==> config.mk <==
export PLATFORM = sky130hd
export DESIGN_NAME = dma_sync_tracker
export DESIGN_NICKNAME = d
export VERILOG_FILES = /design/src/rtl/dst_pkg.sv /design/src/rtl/dst_ctrl.sv /design/src/rtl/dst_datapath.sv /design/src/rtl/dma_sync_tracker.sv
export SDC_FILE = /design/constraint.sdc
export NUM_CORES = 1
export LEC_CHECK = 0
export BUFFER_PORTS_ARGS = -buffer_cell sky130_fd_sc_hd__buf_2
export CELL_PAD_IN_SITES_DETAIL_PLACEMENT = 1
export CELL_PAD_IN_SITES_GLOBAL_PLACEMENT = 2
export CORE_UTILIZATION = 32
export DETAILED_ROUTE_END_ITERATION = 7
export PLACE_DENSITY_LB_ADDON = 0.2
export SETUP_SLACK_MARGIN = 0.5
export SLEW_MARGIN = 40
export SYNTH_ARGS = -nofsm -noshare
export SYNTH_HDL_FRONTEND = slang
export SYNTH_SLANG_ARGS = --single-unit
==> constraint.sdc <==
create_clock -name clk -period 3.7 [get_ports clk]
set_input_delay 0.555 -clock clk [delete_from_list [all_inputs] [get_ports clk]]
set_output_delay 0.555 -clock clk [all_outputs]
set_load 0.02 [all_outputs]
==> src/rtl/dst_pkg.sv <==
package dst_pkg;
  localparam int SYNC_W = 4;
  localparam logic [SYNC_W-1:0] SYNC_DONE  = 4'b0000;
  localparam logic [SYNC_W-1:0] SYNC_FAULT = 4'b1010;
  localparam logic [SYNC_W-1:0] SYNC_MORE  = 4'b1001;

  typedef enum logic [1:0] {
    ST_IDLE   = 2'd0,
    ST_ACTIVE = 2'd1,
    ST_PAD    = 2'd2
  } phase_t;

  typedef struct packed {
    logic commitByte;
    logic commitLane;
    logic padByte;
    logic finish;
    logic dropReq;
    logic sampleReq;
    logic setErr;
    logic clearErr;
  } strobe_t;
endpackage

==> src/rtl/dst_ctrl.sv <==
module dst_ctrl
  import dst_pkg::*;
(
  input  logic              clk,
  input  logic              rstN,
  input  logic              cycleStart,
  input  logic              xferSize,
  input  logic              dirWrite,
  input  logic              verifyMode,
  input  logic              wideChan,
  input  logic              syncValid,
  input  logic [SYNC_W-1:0] syncCode,
  output strobe_t           stb
);
  phase_t phase, phaseNext;
  logic   byteIdx, byteIdxNext;
  logic   cfgTwo, cfgWrite, cfgVerify, cfgWide;

  logic isEnd, isMore, isReady, atLast, earlyEnd, storeOn;

  always_comb begin
    isEnd   = (syncCode == SYNC_DONE) || (syncCode == SYNC_FAULT);
    isMore  = (syncCode == SYNC_MORE);
    isReady = syncValid && (isEnd || isMore);
    atLast  = (byteIdx == cfgTwo);
    earlyEnd = isEnd && !atLast;
    storeOn = cfgWrite && !cfgVerify;
  end

  always_comb begin
    stb         = '0;
    phaseNext   = phase;
    byteIdxNext = byteIdx;
    unique case (phase)
      ST_IDLE: begin
        stb.sampleReq = 1'b1;
        if (cycleStart) begin
          stb.clearErr = 1'b1;
          byteIdxNext  = 1'b0;
          phaseNext    = ST_ACTIVE;
        end
      end
      ST_ACTIVE: begin
        if (isReady) begin
          stb.commitByte = storeOn;
          stb.commitLane = byteIdx;
          stb.setErr     = (syncCode == SYNC_FAULT) ||
                           (isEnd && cfgWide && (byteIdx == 1'b0));
          if (earlyEnd && storeOn) begin
            phaseNext = ST_PAD;
          end else if (isEnd || atLast) begin
            stb.finish  = 1'b1;
            stb.dropReq = isEnd;
            phaseNext   = ST_IDLE;
          end else begin
            byteIdxNext = byteIdx + 1'b1;
          end
        end
      end
      ST_PAD: begin
        stb.padByte = 1'b1;
        stb.finish  = 1'b1;
        stb.dropReq = 1'b1;
        phaseNext   = ST_IDLE;
      end
      default: phaseNext = ST_IDLE;
    endcase
  end

  always_ff @(posedge clk or negedge rstN) begin
    if (!rstN) begin
      phase     <= ST_IDLE;
      byteIdx   <= 1'b0;
      cfgTwo    <= 1'b0;
      cfgWrite  <= 1'b0;
      cfgVerify <= 1'b0;
      cfgWide   <= 1'b0;
    end else begin
      phase   <= phaseNext;
      byteIdx <= byteIdxNext;
      if (phase == ST_IDLE && cycleStart) begin
        cfgTwo    <= xferSize;
        cfgWrite  <= dirWrite;
        cfgVerify <= verifyMode;
        cfgWide   <= wideChan;
      end
    end
  end

  AST_WAIT_HOLDS_POS: assert property (@(posedge clk) disable iff (!rstN)
    (phase == ST_ACTIVE && !isReady) |=> $stable(byteIdx));
  AST_PAD_AFTER_ACTIVE: assert property (@(posedge clk) disable iff (!rstN)
    (phase == ST_PAD) |-> ($past(phase) == ST_ACTIVE));
  AST_FAULT_CLOSES: assert property (@(posedge clk) disable iff (!rstN)
    (phase == ST_ACTIVE && syncValid && syncCode == SYNC_FAULT) |=> (phase != ST_ACTIVE));
endmodule

==> src/rtl/dst_datapath.sv <==
module dst_datapath
  import dst_pkg::*;
#(
  parameter int DATA_W = 8,
  parameter logic [DATA_W-1:0] PAD_BYTE = '1
)(
  input  logic              clk,
  input  logic              rstN,
  input  strobe_t           stb,
  input  logic              reqIn,
  input  logic [DATA_W-1:0] dataIn,
  output logic              dmaReq,
  output logic              memWrEn,
  output logic [DATA_W-1:0] memWrData,
  output logic              memWrLane,
  output logic              xferDone,
  output logic              errFlag
);
  always_ff @(posedge clk or negedge rstN) begin
    if (!rstN) begin
      dmaReq    <= 1'b0;
      memWrEn   <= 1'b0;
      memWrData <= '0;
      memWrLane <= 1'b0;
      xferDone  <= 1'b0;
      errFlag   <= 1'b0;
    end else begin
      memWrEn  <= stb.commitByte || stb.padByte && !stb.sampleReq && stb.finish && padAllowed;
      xferDone <= stb.finish;
      if (stb.commitByte) begin
        memWrData <= dataIn;
        memWrLane <= stb.commitLane;
      end else if (stb.padByte && padAllowed) begin
        memWrData <= PAD_BYTE;
        memWrLane <= 1'b1;
      end
      if (stb.dropReq)        dmaReq <= 1'b0;
      else if (stb.sampleReq) dmaReq <= dmaReq || reqIn;
      if (stb.clearErr)       errFlag <= 1'b0;
      else if (stb.setErr)    errFlag <= 1'b1;
    end
  end

  logic padAllowed;
  assign padAllowed = 1'b1;

  AST_DROP_LOWERS_REQ: assert property (@(posedge clk) disable iff (!rstN)
    stb.dropReq |=> !dmaReq);
  AST_DONE_IS_PULSE: assert property (@(posedge clk) disable iff (!rstN)
    xferDone |=> !xferDone);
  AST_ERR_STICKY: assert property (@(posedge clk) disable iff (!rstN)
    (errFlag && !stb.clearErr) |=> errFlag);
endmodule

==> src/rtl/dma_sync_tracker.sv <==
module dma_sync_tracker
  import dst_pkg::*;
#(
  parameter int DATA_W = 8,
  parameter logic [DATA_W-1:0] PAD_BYTE = '1
)(
  input  logic              clk,
  input  logic              rstN,
  input  logic              reqIn,
  input  logic              cycleStart,
  input  logic              xferSize,
  input  logic              dirWrite,
  input  logic              verifyMode,
  input  logic              wideChan,
  input  logic              syncValid,
  input  logic [SYNC_W-1:0] syncCode,
  input  logic [DATA_W-1:0] dataIn,
  output logic              dmaReq,
  output logic              memWrEn,
  output logic [DATA_W-1:0] memWrData,
  output logic              memWrLane,
  output logic              xferDone,
  output logic              errFlag
);
  strobe_t stb;

  dst_ctrl u_ctrl (
    .clk(clk), .rstN(rstN), .cycleStart(cycleStart), .xferSize(xferSize),
    .dirWrite(dirWrite), .verifyMode(verifyMode), .wideChan(wideChan),
    .syncValid(syncValid), .syncCode(syncCode), .stb(stb)
  );

  dst_datapath #(.DATA_W(DATA_W), .PAD_BYTE(PAD_BYTE)) u_dp (
    .clk(clk), .rstN(rstN), .stb(stb), .reqIn(reqIn), .dataIn(dataIn),
    .dmaReq(dmaReq), .memWrEn(memWrEn), .memWrData(memWrData),
    .memWrLane(memWrLane), .xferDone(xferDone), .errFlag(errFlag)
  );
endmodule

Word level (Yosys, flattened, before mapping)
Index checks and enable logic that the tools add are counted.

word-level totals
  bits of input ports = 21
  memory bits (writable) = 0
  memory bits (read-only) = 0
  bits in latches = 0
  register bits = 20
  word-level logic and storage cells = 80
  memories = 0

operators by class
  reduce and logical (&&, ||, !) cells = 26
  $add $sub $neg = 1
  bitwise gates (word level) = 1
  $lt $le $gt $ge = 0
  equal/unequal tests = 10
  shifts and indexed selects = 0
  multiply operators = 0
  mux-type cells = 30
  div/mod/pow operators = 0

operator list
  operator             number
  $mux 2               9
  $mux 1               16
  $mux 8               2
  $logic_and 1x1->1    9
  $eq 4x4->1 const B   2
  $pmux 2 s2           2
  $reduce_bool 2->1    4
  $logic_or 1x1->1     6
  $ne 2x2->1 const B   3
  $reduce_and 5->1     1
  $logic_not 4->1      1
  $logic_not 1->1      3
  $ne 3x1->1 const B   1
  $reduce_and 3->1     1
  $eq 2x1->1 const B   1
  $eq 2x2->1 const B   1
  $logic_not 2->1      1
  $ne 2x1->1 const B   1
  $pmux 1 s2           1
  $add 1x1->1 const B  1
  $eq 1x1->1           1
  $not 1->1            1

Depth between registers and ports, before layout
  depth after elaboration = 9
  depth in mapped cells = 7

Cells and area by module
Synthesis repeated with hierarchy kept, for this count alone.

second synthesis, totals
  cells, all modules = 114
  area total of the unflattened synthesis = 1078.5 um^2

by module, submodules not included
  module        seq. area each (um^2)  cells each  instances  area each (um^2)
  dst_ctrl      175.2                  65          1          579.3
  dst_datapath  325.3                  49          1          499.2

Least setup slack after synthesis
OpenSTA, ideal clock, no wires.

  path kind = input port to flip-flop
  start = in syncCode[2]
  end = reg u_dp.memWrData[0]
  setup time = 0.079 ns
  data arrival time = 1.439 ns
  setup slack = 2.182 ns
  stages on the path = 5
  cell sequence = and4bb_2 -> a22o_2 -> nand4b_1 -> buf_6 -> mux2i_1

on the way
  word-level cells in the longest chain between the ends = 7
  elaborated cells on any way between the ends = 10

ends and longest elaborated chain
  element                                        RTL line                text
  from (decl)                                    dma_sync_tracker.sv:16  input logic [SYNC_W-1:0] syncCode,
  $eq 4x4->1 or $logic_not 4->1 (tied branches)  dst_ctrl.sv:22          isEnd = (syncCode == SYNC_DONE) || (syncCode == SYNC_FAULT);
  $logic_or 1x1->1                               dst_ctrl.sv:22
  $logic_or 1x1->1 *                             dst_ctrl.sv:24          isReady = syncValid && (isEnd || isMore);
  $logic_and 1x1->1 *                            dst_ctrl.sv:24
  $mux 2 *                                       dst_ctrl.sv:44          if (isReady) begin
  $mux 2 *                                       dst_ctrl.sv:34          unique case (phase)
  $mux 8 or $reduce_bool 2->1 (tied branches)    -
  to (signal assigned)                           dst_datapath.sv:31      memWrData <= dataIn;
  to (decl)                                      dst_datapath.sv:14      output logic [DATA_W-1:0] memWrData,

Mark *: on every way between the ends. The rest lies on a longest branch, timed or not.
A chain may end at the register's enable or synchronous reset.

Worst setup path in the final report
  start = reg u_ctrl.phase[1]
  end = reg u_dp.memWrData[6]

on the way
  word-level cells in the longest chain between the ends = 3
  elaborated cells on any way between the ends = 6

ends and longest elaborated chain
  element                                      RTL line        text
  from (decl)                                  dst_ctrl.sv:15  phase_t phase, phaseNext;
  from (signal assigned)                       dst_ctrl.sv:79  phase <= phaseNext;
  $eq 2x1->1 or $eq 2x2->1 (tied branches)     dst_ctrl.sv:34
  $mux 2 or $mux 1 (tied branches)             dst_ctrl.sv:34
  $mux 8 or $reduce_bool 2->1 (tied branches)  -

Parallel ways exist; a longest one is shown, timed or not.

==> flow_metrics.tcl <==
set metrics [dict create \
    outcome "finished clean" \
    maxClockFrequency_ghz 0.525 \
    hold_violations 0 \
    slowest_delay_ns 0.59 \
    synthCells 103 \
    async_reset_ff_frac 1.00 \
    crit_arrival_ns 2.12 \
    wl_per_cell_microns 13.2 \
    clockBufferDepth 2 \
    finalInstanceArea_sq_um 1290 \
    grt-ovfl-total 0 \
    p_leak_nw 0.674 \
    dpl.hpwl_microns 1870 \
    initial_core_util 0.343 \
    postCtsResizedCells 0 \
    htreeDepth 1 \
    cap_violations 0 \
    p_clk_frac 0.128 \
    syn_avg_cell_area_sq_um 10.4 \
    postCtsSetupBuffers 0 \
    synthToLayoutAreaGrowth_pct 20.0 \
    via_per_inst 4.84 \
    diodes 0 \
    grt_pass1_vias 913 \
    ant_nets 0 \
    clk_pin_slew_worst_paths_ns 0.11 \
    post_dp_cell_area_sq_um 1260 \
    drc 0 \
    synth_edf_count 0 \
    numCtsBuffers 3 \
    ys.flop_type "dfrtp_1" \
    drv_slew 0 \
    ys_seq_area_frac 0.467 \
    cp-end-kind "flip-flop" \
    wirelength_microns 2380 \
    first_pass_iters 4 \
    fin_crit_sh 0.515 \
    fillers 375 \
    hp-class "primary input to async pin" \
    p_comb_frac 0.449 \
    mappedNetlistNets 127 \
    cts_root_buf "clkbuf_4" \
    cp-start-kind "flip-flop" \
    power_switching_mw 0.316 \
    globalplace.congestion 0.730 \
    finalSetupViolCount 0 \
    p_int_mw 0.482 \
    grt_first_pass_wirelength_microns 4110 \
    dpl_worst_slack_ns 1.50 \
    yosysWarnings 0 \
    finalSetupTns_ns 0 \
    seq_power_share 0.424 \
    irDropWorstVdd_uv 204 \
    synth-seq-cells 20 \
    p_total_mw 0.798 \
    holdWs_ns 0.192 \
    dr_total_vias 872 \
    cts_num_sinks 20 \
    worst_pin_slew_ns 0.644 \
    grt.total_usage 0.157 \
    cts_tree "yes" \
    dieArea_sq_um 3590 \
    hold_buffers 0 \
    switching_share 0.396 \
    worst-path-max-fanout 10 \
    clkLatencyLatePin_ns 0.29 \
    port_buffers 33 \
    slew_headroom 0.568 \
    drive_gt1_frac 0.338 \
    rows 20 \
    core_area_sq_um 3130 \
    worst_path_max_delay_cell "nand4b_1" \
    rsz0062_at_grt "false" \
    crit_chain "inv_1 -> ha_1 -> nand4b_1 -> mux2i_1" \
    nets 162 \
    final_period_minus_worst_setup_slack_ns 1.91 \
    yosysUniqueCellTypes 35 \
    power.density_nw_per_um2 620 \
    grt_antenna_before_repair 0 \
    grt_max_degree 21 \
    critPathKind "flip-flop to flip-flop" \
    io_pins 34 \
    layout_setup_ws_ns 1.79 \
    worstPathRequired_ns 3.91 \
    drt-initial-drc-count 16 \
    finalClockSkew_ns 0.00122 \
    netlist_area_sq_um 1070 \
    die_w_microns 59.9 \
    die_y_microns 59.9 \
]
worst paths after layout:
| kind | startpoint | cells past startpoint | end | slack [ns] |
|---|---|---|---|---|
| max | u_ctrl.phase[1]$_DFFE_PN0P_ | 4 | u_dp.memWrData[6]$_DFFE_PN0P_ | 1.79 |
| min | rstN | 1 | u_ctrl.phase[0]$_DFFE_PN0P_ | 0.19 |
| max reg2reg | u_ctrl.phase[1]$_DFFE_PN0P_ | 4 | u_dp.memWrData[6]$_DFFE_PN0P_ | 1.79 |
| min reg2reg | u_ctrl.cfgWide$_DFFE_PN0P_ | 1 | u_ctrl.cfgWide$_DFFE_PN0P_ | 0.53 |
| max in group asynchronous | rstN | 1 | u_dp.errFlag$_DFFE_PN0P_ | 3.19 |
| min in group clk | dataIn[0] | 3 | u_dp.memWrData[0]$_DFFE_PN0P_ | 0.48 |
through the flow:
stage / cells / utilization
global placement: 177 / 0.404
floorplan: 103 / -
finish: 180 / 0.411
detailed placement: 177 / 0.404
global route: 180 / 0.411
CTS: 180 / 0.411
power groups by stage:
stage	logic (mW)	registers, mW	clock network, mW
after floorplan	0.206	0.395	0
final	0.358	0.338	0.102
after detailed placement	0.364	0.344	0
after global placement	0.352	0.342	0
after global routing	0.405	0.349	0.116
after CTS	0.366	0.340	0.110
critical path, delay by kind of cell, from the launching register on:
family / cells / cell delay (ns)
adders and majority gates: 1 / 0.36
and+or+nand+nor: 1 / 0.59
DFF: 1 / 0.43
buffers and inverters: 1 / 0.09
muxes: 1 / 0.35
cell usage after synthesis (all sizes together) (2+ instances only):
cell	number	share of area
nor2	15	0.053
ha	3	0.035
nand2	4	0.014
nand2b	2	0.012
nor2b	2	0.012
xnor2	3	0.025
mux2	4	0.042
dfrtp	20	0.47
clkbuf	2	0.016
a21oi	5	0.027
mux2i	9	0.084
inv	12	0.042
nor3b	2	0.019
a31oi	2	0.012
registers in the layout (all words and copies together) (netlist names):
| signal | cells |
|---|---|
| u_ctrl.cfgWide | 1 |
| u_dp.memWrLane | 1 |
| u_ctrl.cfgTwo | 1 |
| u_dp.xferDone | 1 |
| u_dp.memWrEn | 1 |
| u_ctrl.cfgVerify | 1 |
| u_ctrl.phase | 2 |
| u_dp.errFlag | 1 |
| u_ctrl.byteIdx | 1 |
| u_ctrl.cfgWrite | 1 |
| u_dp.memWrData | 8 |
| u_dp.dmaReq | 1 |
cell usage in the layout (no fill, tap or decap), types with 2 or more instances in the layout:
master | Yosys | routed
nor2_1 | 15 | 15
a21oi_1 | 4 | 4
xnor2_1 | 3 | 3
mux2_2 | 4 | 4
mux2i_1 | 9 | 9
buf_2 | 0 | 33
nand2b_1 | 2 | 2
inv_1 | 12 | 12
clkbuf_4 | 0 | 3
nor2b_1 | 2 | 2
ha_1 | 3 | 3
dfrtp_1 | 20 | 20
nand2_1 | 4 | 4
a31oi_1 | 2 | 2
metal layers:
layer  track usage  up-vias  routed length [microns]  part of all wire
met3        0.0260        2                       59             0.025
met1         0.195      435                     1080              0.45
met4        0.0598        0                       17            0.0071
met5             0        -                        0                 0
met2         0.268       17                     1220              0.51
li1              -      418                        -                 -
cell families (layout without fill, tap and decap cells):
| group | count (synthesis) | after routing | share of synthesized area |
|---|---|---|---|
| XOR/XNOR | 3 | 3 | 0.0245 |
| AO/OA/AOI/OAI | 17 | 17 | 0.117 |
| flip-flops | 20 | 20 | 0.467 |
| multiplexers | 13 | 13 | 0.126 |
| buffers and inverters | 15 | 48 | 0.0688 |
| adder cells (fa/ha/maj) | 3 | 3 | 0.0350 |
| AND/OR/NAND/NOR | 32 | 32 | 0.162 |
final cells by class:
type	count	area (sq um)	share of cell area
sequential	20	500	0.389
clock buffer	3	22.5	0.0175
inverter	12	45.0	0.0350
timing repair buffer	33	165	0.128
multi-input combinational	68	498	0.387
tap	44	55.1	0.0428
(Power assumes the default switching activity.)
